### src/rtl/wpr_pkg.sv
package wpr_pkg;

    localparam int DATA_W   = 9;
    localparam int WIDE_W   = 9;
    localparam int NARROW_W = 7;
    localparam int NCH      = 3;
    localparam int OP_W     = 4;
    localparam int CH_W     = 2;
    localparam int ADDR_W   = 7;

    typedef enum logic [OP_W-1:0] {
        OP_NOP     = 4'd0,
        OP_WRITE   = 4'd1,
        OP_READ    = 4'd2,
        OP_STORE   = 4'd3,
        OP_RESTORE = 4'd4,
        OP_LIN_UP  = 4'd5,
        OP_LIN_DN  = 4'd6,
        OP_LOG_UP  = 4'd7,
        OP_LOG_DN  = 4'd8
    } op_e;

    typedef enum logic [1:0] {
        STEP_LIN_UP,
        STEP_LIN_DN,
        STEP_LOG_UP,
        STEP_LOG_DN
    } step_e;

    typedef struct packed {
        logic [NCH-1:0]    sel;
        logic              wr;
        logic              rd;
        logic              store;
        logic              restore;
        logic              step;
        step_e             kind;
        logic [DATA_W-1:0] data;
    } action_t;

    function automatic logic [DATA_W-1:0] clamp_code(
        input logic [DATA_W-1:0] v, input logic [DATA_W-1:0] top);
        return (v > top) ? top : v;
    endfunction

    function automatic logic [DATA_W-1:0] step_code(
        input logic [DATA_W-1:0] v, input step_e k, input logic [DATA_W-1:0] top);
        logic [DATA_W:0] w;
        w = {1'b0, v};
        case (k)
            STEP_LIN_UP: w = (v >= top) ? {1'b0, top} : w + (DATA_W+1)'(1);
            STEP_LIN_DN: w = (v == '0) ? w : w - (DATA_W+1)'(1);
            STEP_LOG_UP: w = {v, 1'b1};
            default:     w = w >> 1;
        endcase
        if (w > {1'b0, top}) w = {1'b0, top};
        return w[DATA_W-1:0];
    endfunction

endpackage

### src/rtl/wpr_decode.sv
module wpr_decode
    import wpr_pkg::*;
#(
    parameter logic [4:0] RDAC_HI = 5'b01011,
    parameter logic [4:0] NV_HI   = 5'b10100
) (
    input  logic              cmd_valid,
    input  logic [ADDR_W-1:0] cmd_addr,
    input  logic [OP_W-1:0]   cmd_op,
    input  logic [CH_W-1:0]   cmd_chan,
    input  logic [DATA_W-1:0] cmd_data,
    input  logic [1:0]        rdac_pins,
    input  logic [1:0]        nv_pins,
    input  logic              wp_n,
    input  logic              busy,
    input  logic              reload_req,
    output action_t           act
);
    localparam logic [CH_W-1:0] LAST_CH = CH_W'(NCH-1);

    logic hit_rdac, hit_nv, live;

    always_comb begin
        hit_rdac = (cmd_addr == {RDAC_HI, rdac_pins});
        hit_nv   = (cmd_addr == {NV_HI, nv_pins});
        live     = cmd_valid && !busy && !reload_req && (cmd_chan <= LAST_CH);
        act      = '0;
        act.data = cmd_data;
        act.sel  = live ? (NCH'(1) << cmd_chan) : '0;
        if (live) begin
            case (op_e'(cmd_op))
                OP_WRITE:   act.wr      = hit_rdac && wp_n;
                OP_READ:    act.rd      = hit_rdac;
                OP_STORE:   act.store   = hit_nv && wp_n;
                OP_RESTORE: act.restore = hit_nv;
                OP_LIN_UP: begin act.step = hit_rdac && wp_n; act.kind = STEP_LIN_UP; end
                OP_LIN_DN: begin act.step = hit_rdac && wp_n; act.kind = STEP_LIN_DN; end
                OP_LOG_UP: begin act.step = hit_rdac && wp_n; act.kind = STEP_LOG_UP; end
                OP_LOG_DN: begin act.step = hit_rdac && wp_n; act.kind = STEP_LOG_DN; end
                default: ;
            endcase
        end
    end
endmodule

### src/rtl/wpr_busy.sv
module wpr_busy #(
    parameter int CYCLES = 20
) (
    input  logic clk,
    input  logic rst,
    input  logic start,
    output logic busy
);
    localparam int CW = $clog2(CYCLES + 1);

    logic [CW-1:0] cnt;

    always_ff @(posedge clk) begin
        if (rst)              cnt <= '0;
        else if (start)       cnt <= CW'(CYCLES);
        else if (cnt != '0)   cnt <= cnt - CW'(1);
    end

    assign busy = (cnt != '0);
endmodule

### src/rtl/wpr_channel.sv
module wpr_channel
    import wpr_pkg::*;
#(
    parameter int IDX = 0,
    parameter int W   = 9
) (
    input  logic              clk,
    input  logic              rst,
    input  logic              reload_req,
    input  action_t           act,
    output logic [DATA_W-1:0] code
);
    localparam logic [DATA_W-1:0] TOP = DATA_W'((1 << W) - 1);
    localparam logic [DATA_W-1:0] MID = DATA_W'(1 << (W - 1));

    logic [DATA_W-1:0] work, slot, nxt;
    logic              mine;

    always_comb begin
        mine = act.sel[IDX];
        nxt  = work;
        if (reload_req)                 nxt = slot;
        else if (mine && act.wr)        nxt = clamp_code(act.data, TOP);
        else if (mine && act.restore)   nxt = slot;
        else if (mine && act.step)      nxt = step_code(work, act.kind, TOP);
    end

    always_ff @(posedge clk) begin
        if (rst) begin
            work <= MID;
            slot <= MID;
        end else begin
            work <= nxt;
            if (mine && act.store) slot <= work;
        end
    end

    assign code = work;
endmodule

### src/rtl/wiper_ctrl_top.sv
module wiper_ctrl_top
    import wpr_pkg::*;
#(
    parameter int         BUSY_CYCLES = 20,
    parameter logic [4:0] RDAC_HI     = 5'b01011,
    parameter logic [4:0] NV_HI       = 5'b10100
) (
    input  logic        clk,
    input  logic        rst,
    input  logic        reload_req,
    input  logic        wp_n,
    input  logic [1:0]  rdac_pins,
    input  logic [1:0]  nv_pins,
    input  logic        cmd_valid,
    input  logic [6:0]  cmd_addr,
    input  logic [3:0]  cmd_op,
    input  logic [1:0]  cmd_chan,
    input  logic [8:0]  cmd_data,
    output logic        rd_valid,
    output logic [8:0]  rd_data,
    output logic        busy,
    output logic [8:0]  wiper0,
    output logic [8:0]  wiper1,
    output logic [6:0]  wiper2
);
    action_t           act;
    logic [DATA_W-1:0] codes [NCH];
    logic [DATA_W-1:0] rd_mux;

    wpr_decode #(.RDAC_HI(RDAC_HI), .NV_HI(NV_HI)) u_dec (
        .cmd_valid (cmd_valid),
        .cmd_addr  (cmd_addr),
        .cmd_op    (cmd_op),
        .cmd_chan  (cmd_chan),
        .cmd_data  (cmd_data),
        .rdac_pins (rdac_pins),
        .nv_pins   (nv_pins),
        .wp_n      (wp_n),
        .busy      (busy),
        .reload_req(reload_req),
        .act       (act)
    );

    wpr_busy #(.CYCLES(BUSY_CYCLES)) u_busy (
        .clk  (clk),
        .rst  (rst),
        .start(act.store),
        .busy (busy)
    );

    for (genvar i = 0; i < NCH; i++) begin : g_ch
        localparam int CW = (i == NCH - 1) ? NARROW_W : WIDE_W;
        wpr_channel #(.IDX(i), .W(CW)) u_ch (
            .clk       (clk),
            .rst       (rst),
            .reload_req(reload_req),
            .act       (act),
            .code      (codes[i])
        );
    end

    always_comb begin
        rd_mux = '0;
        for (int i = 0; i < NCH; i++)
            if (act.sel[i]) rd_mux = codes[i];
    end

    always_ff @(posedge clk) begin
        if (rst) begin
            rd_valid <= 1'b0;
            rd_data  <= '0;
        end else begin
            rd_valid <= act.rd;
            if (act.rd) rd_data <= rd_mux;
        end
    end

    assign wiper0 = codes[0];
    assign wiper1 = codes[1];
    assign wiper2 = codes[2][NARROW_W-1:0];

    logic unused_hi;
    assign unused_hi = |codes[2][DATA_W-1:NARROW_W];
endmodule

### config.mk
export PLATFORM = sky130hd
export DESIGN_NAME = wiper_ctrl_top
export DESIGN_NICKNAME = d
export VERILOG_FILES = /design/src/rtl/wpr_pkg.sv /design/src/rtl/wpr_decode.sv /design/src/rtl/wpr_busy.sv /design/src/rtl/wpr_channel.sv /design/src/rtl/wiper_ctrl_top.sv
export SDC_FILE = /design/constraint.sdc
export NUM_CORES = 1
export LEC_CHECK = 0
export BUFFER_PORTS_ARGS = -buffer_cell sky130_fd_sc_hd__buf_2
export CAP_MARGIN = 0
export CORE_UTILIZATION = 47
export CTS_CLUSTER_DIAMETER = 150
export DETAILED_ROUTE_END_ITERATION = 8
export PLACE_DENSITY = 0.74
export SETUP_SLACK_MARGIN = 0.4
export SKIP_LAST_GASP = 1
export SYNTH_ARGS = -nofsm -noshare
export SYNTH_HDL_FRONTEND = slang
export SYNTH_HIERARCHICAL = 1
export SYNTH_SLANG_ARGS = --single-unit
### constraint.sdc
create_clock -name clk -period 6.14 [get_ports clk]
set_clock_uncertainty 0.15 [all_clocks]
set_input_delay 0.307 -clock clk [delete_from_list [all_inputs] [get_ports clk]]
set_output_delay 0.307 -clock clk [all_outputs]
set_load 0.01 [all_outputs]
# [Word-level counts from Yosys, hierarchy flattened]
# Cells that the tools add are included.
# W data, S select, Z words.
[word_totals] register_bits=69
[classes] shifts=1 n_reduce_logical=29 muxes=50 n_lt_le_gt_ge=9 n_addsub=7 eq_ne=12
[ops] op="$mux W10" n=18
[ops] op="$mux W9" n=20
[ops] op="$pmux W10 S3" n=3
[ops] op="$add A9 B1 Y10 const B" n=3
[ops] op="$sub A9 B1 Y10 const B" n=3
[ops] op="$logic_not A9 Y1" n=3
[ops] op="$gt A10 B9 Y1 const B" n=2
[ops] op="$ge A9 B9 Y1 const B" n=2
[ops] op="$logic_and A1 B1 Y1" n=17
[ops] op="$eq A4 B3 Y1 const B" n=4
[ops] op="$pmux W3 S4" n=1
[ops] op="$reduce_bool A4 Y1" n=3
[ops] op="$gt A10 B7 Y1 const B" n=1
[ops] op="$mux W5" n=2
[ops] op="$ge A9 B7 Y1 const B" n=1
[ops] op="$gt A9 B7 Y1 const B" n=1
[ops] op="$gt A9 B9 Y1 const B" n=1
[ops] op="$eq A4 B2 Y1 const B" n=2
[ops] op="$eq A7 B6 Y1" n=1
[ops] op="$eq A7 B7 Y1" n=1
[ops] op="$mux W7" n=1
[ops] op="$reduce_bool A5 Y1" n=1
[ops] op="$sub A5 B1 Y5 const B" n=1
[ops] op="$eq A4 B1 Y1 const B" n=1
[ops] op="11 further kinds" n=15

# [Logic depth before layout (Yosys ltp)]
[depth] depth_word=18 depth_mapped=14 ltp_nobuf=12

# [Cells and area by module]
# The synthesis kept the hierarchy.
[by_module_without_submodules] module="wpr_channel at g_ch[0].u_ch ..." instances=2 area_each_um2=1645.3 cells_per_inst=231
[by_module_without_submodules] module="wpr_channel at g_ch[2].u_ch" instances=1 area_each_um2=1695.4 cells_per_inst=233
[by_module_without_submodules] module="wiper_ctrl_top" instances=1 area_each_um2=564.3 cells_per_inst=59
[by_module_without_submodules] module="wpr_decode" instances=1 area_each_um2=317.8 cells_per_inst=46
[by_module_without_submodules] module="wpr_busy" instances=1 area_each_um2=230.2 cells_per_inst=25

# [Least setup slack after synthesis]
# No wires, ideal clock.
[synth_path] path_type="register to register" startpoint="register u_busy.cnt[0]" endpoint="register g_ch[2].u_ch.work[5]" stages_incl_launch_ff=14 setup_ns=0.082 t_required_ns=5.908 slack_ns=2.099 arrival_time_ns=3.809 cell_sequence="dfxtp_1 inv_1 ha_1 or4b_1 buf_2 nor3b_1 nand3_1 nor4b_1 nand2_1 o211ai_1 nor3_1 a21oi_2 nand3_1 o221ai_1"
[synth_lines] element="from (decl)" line_no="wpr_busy.sv:11" source="logic [CW-1:0] cnt;"
[synth_lines] element="from (signal assigned)" line_no="wpr_busy.sv:15" source="else if (start) cnt <= CW'(CYCLES);"
[synth_lines] element="from (signal assigned)" line_no="wpr_busy.sv:16" source="else if (cnt != '0) cnt <= cnt - CW'(1);"
[synth_lines] element="to (signal assigned)" line_no="wpr_channel.sv:33" source="work <= nxt;"
[synth_lines] element="to (decl)" line_no="wpr_channel.sv:16" source="logic [DATA_W-1:0] work, slot, nxt;"

==> impl_metrics.tcl <==
set metrics [dict create \
    finalCritPeriodShare_pct 70.9 \
    dr.pass1.iters 5 \
    final_cell_mix "nand2_1 (108), nor2_1 (77), dfxtp_1 (69), buf_2 (66), a21oi_1 (61)" \
    crit_family "simple AND/OR/NAND/NOR gates" \
    power_frac_seq_pct 37.4 \
    viasPerCell 6.53 \
    hold_path.class "in -> reg" \
    drive_above_1_share_pct 16.9 \
    grtUsageTotal_pct 29.0 \
    slowest_delay_ns 0.98 \
    grt_pass1_vias 6053 \
    grt_max_degree 55 \
    syn_area_um2 6100 \
    cellLeakagePower_nw 2.29 \
    numCtsBuffers 9 \
    clockRootBuffer "clkbuf_16" \
    powerDensity_nw_per_um2 206 \
    rsz0062_at_grt "false" \
    clock.fmax_ghz 0.230 \
    die_x_um 116 \
    setup_tns_ns 0 \
    antenna_left 0 \
    ctsHoldBuffers 0 \
    routedWlPerCell_um 18.8 \
    path_max_fanout 9 \
    ys.warnings.count 6 \
    die_h_um 116 \
    slowest_stage "nor4b_2" \
    multi_input_area_um2 4210 \
    critical_path_class "reg -> reg" \
    grt_first_pass_wirelength_um 30900 \
    ir_worst_vdd_v 0.000138 \
    cts_sinks 69 \
    overflow 0 \
    finalCriticalPeriod_ns 4.35 \
    boundaryPins 67 \
    final_common_cell "nand2_1" \
    cts_setup_buffers 0 \
    synth_nets 868 \
    ys_ff_latch 69 \
    vias 6604 \
    postSynthAreaPerCell_um2 7.39 \
    core-area_um2 12600 \
    timing.critical_path.buf_inv 1 \
    cts_resized 0 \
    portBuffers 66 \
    worstMarginPinSlew_ns 1.18 \
    fp-row-count 41 \
    path_common_cell "nand3_1" \
    p_int_uw 953 \
    path_cells "inv_1 > ha_1 > or4b_1 > nor3b_1 > nand3_1 > nor4b_2 > nand2_1 > o211ai_1 > nor3_1 > a21oi_2 > nand3_1 > o221ai_1" \
    power_switching_uw 407 \
    dp_hpwl_um 13000 \
    synth.distinct_cells 86 \
    clk_pin_slew_worst_paths_ns 0.06 \
    clock_latency_ns 0.34 \
    switching_share_pct 29.9 \
    clockPowerShare_pct 42.1 \
    ys_seq_area_share_pct 22.7 \
    p_comb_share_pct 20.4 \
    finalMaxSlewViolations 0 \
    num_antenna_cells 0 \
    area_delta_synth_final_pct 8.43 \
    synthArstFlopShare_pct 0 \
    crit_path_start_kind "register" \
    drc 0 \
    end_kind "register" \
    power_mw 1.36 \
    status "completed" \
    maxCapViolations 0 \
    cp_data_required_time_ns 6.25 \
    dieArea_um2 13400 \
    cts_tree "done" \
    cts-htree-levels 3 \
    synth_edf_count 0 \
    routed_wirelength_um 19000 \
    ctsLongestPathBuffers 2 \
    synthFlopType "dfxtp_1" \
    fin_nets 878 \
    arrival_ns 4.46 \
    maxSlewHeadroom_pct 20.9 \
    fillerInstances 1260 \
    seq_area_um2 1380 \
    antenna_found_initial 0 \
    hold_viol_final 0 \
    setup_viol 0 \
    synthCells 825 \
    globalplace.congestion 0.911 \
    start_util_pct 48.3 \
    dr.first_iter.drc_count 1034 \
]
==> final cells by class <==
| class | instances | area share (%) |
|---|---|---|
| Clock buffer | 11 | 3.67 |
| Inverter | 23 | 1.31 |
| Timing Repair Buffer | 74 | 5.90 |
| Tap cell | 172 | 3.25 |
| Sequential cell | 69 | 20.9 |
| Multi-Input combinational cell | 658 | 63.7 |
| Clock inverter | 5 | 1.27 |
==> layer usage <==
layer	wire length (µm)	share of wire (%)	vias to the layer above	GRT usage, %
met3	1450	7.6	47	4.50
met2	8920	47	328	46.2
li1	-	-	3103	-
met5	0	0	-	0
met4	525	2.8	0	13.9
met1	8130	43	3126	38.4
==> cells by family after synthesis <==
group           after synthesis  synth area share (%)
mux                          16                  2.71
flops                        69                  22.7
simple gates                350                  30.1
xor+xnor                     14                  2.01
buf+inv                      98                  8.76
fa+ha+maj                    12                  2.46
compound gates              266                  31.3
==> registers in the layout (all words and copies together), names as in the netlist <==
| signal | count |
|---|---|
| g_ch.u_ch/code | 27 |
| g_ch.u_ch/slot | 27 |
| rd_data | 9 |
| rd_valid | 1 |
| u_busy/cnt | 5 |
==> final timing paths <==
kind | startpoint | to | slack (ns) | cells after the start
max | u_busy/cnt[0]$_SDFFE_PP0P_ | g_ch[2].u_ch/code[5]$_SDFFE_PP0P_ | 1.79 | 12
min | cmd_data[8] | g_ch[1].u_ch/code[8]$_SDFFE_PP1P_ | 0.21 | 4
max reg2reg | u_busy/cnt[0]$_SDFFE_PP0P_ | g_ch[2].u_ch/code[5]$_SDFFE_PP0P_ | 1.79 | 12
min reg2reg | g_ch[2].u_ch/slot[8]$_SDFFE_PP0P_ | g_ch[2].u_ch/slot[8]$_SDFFE_PP0P_ | 0.31 | 2
==> power by group through the flow <==
stage	sequential [mW]	combinational [mW]	clock [mW]
floorplan	0.495	0.230	0
global placement	0.516	0.271	0
detailed placement	0.517	0.274	0
CTS	0.507	0.275	0.578
global route	0.511	0.308	0.597
finish	0.509	0.278	0.573
==> tightest hold or removal path: stages <==
cell and delay [ns]:
buf_2 0.13, a221o_1 0.14, a21oi_1 0.03, o21ai_0 0.05
==> synthesized netlist by cell type (11+ instances only) <==
cell type,number,area (µm²)
a21oi_1,61,305
a221oi_1,24,210
a31oi_1,11,68.8
buf_4,13,97.6
clkbuf_1,41,154
dfxtp_1,69,1380
ha_1,12,150
inv_1,23,86.3
mux2i_1,12,120
nand2_1,108,405
nand2b_1,22,138
nand3_1,11,55.1
nor2_1,78,293
nor2b_1,14,87.6
nor3_1,25,125
o21ai_0,41,205
o221ai_1,16,140
o31ai_1,13,97.6
==> through the flow <==
step / hold slack, ns / setup slack, ns / util (%) / instances / cell area [µm²]
global placement: 0.295 / 2.02 / 49.8 / 996 / 6290
global route: 0.221 / 1.49 / 52.4 / 1012 / 6610
CTS: 0.193 / 1.86 / 52.4 / 1012 / 6610
detailed placement: 0.302 / 1.88 / 49.8 / 996 / 6290
finish: 0.209 / 1.79 / 52.4 / 1012 / 6610
floorplan: 0.226 / 2.10 / - / 825 / 6100
Note: power is estimated with default switching activity, not from simulation.
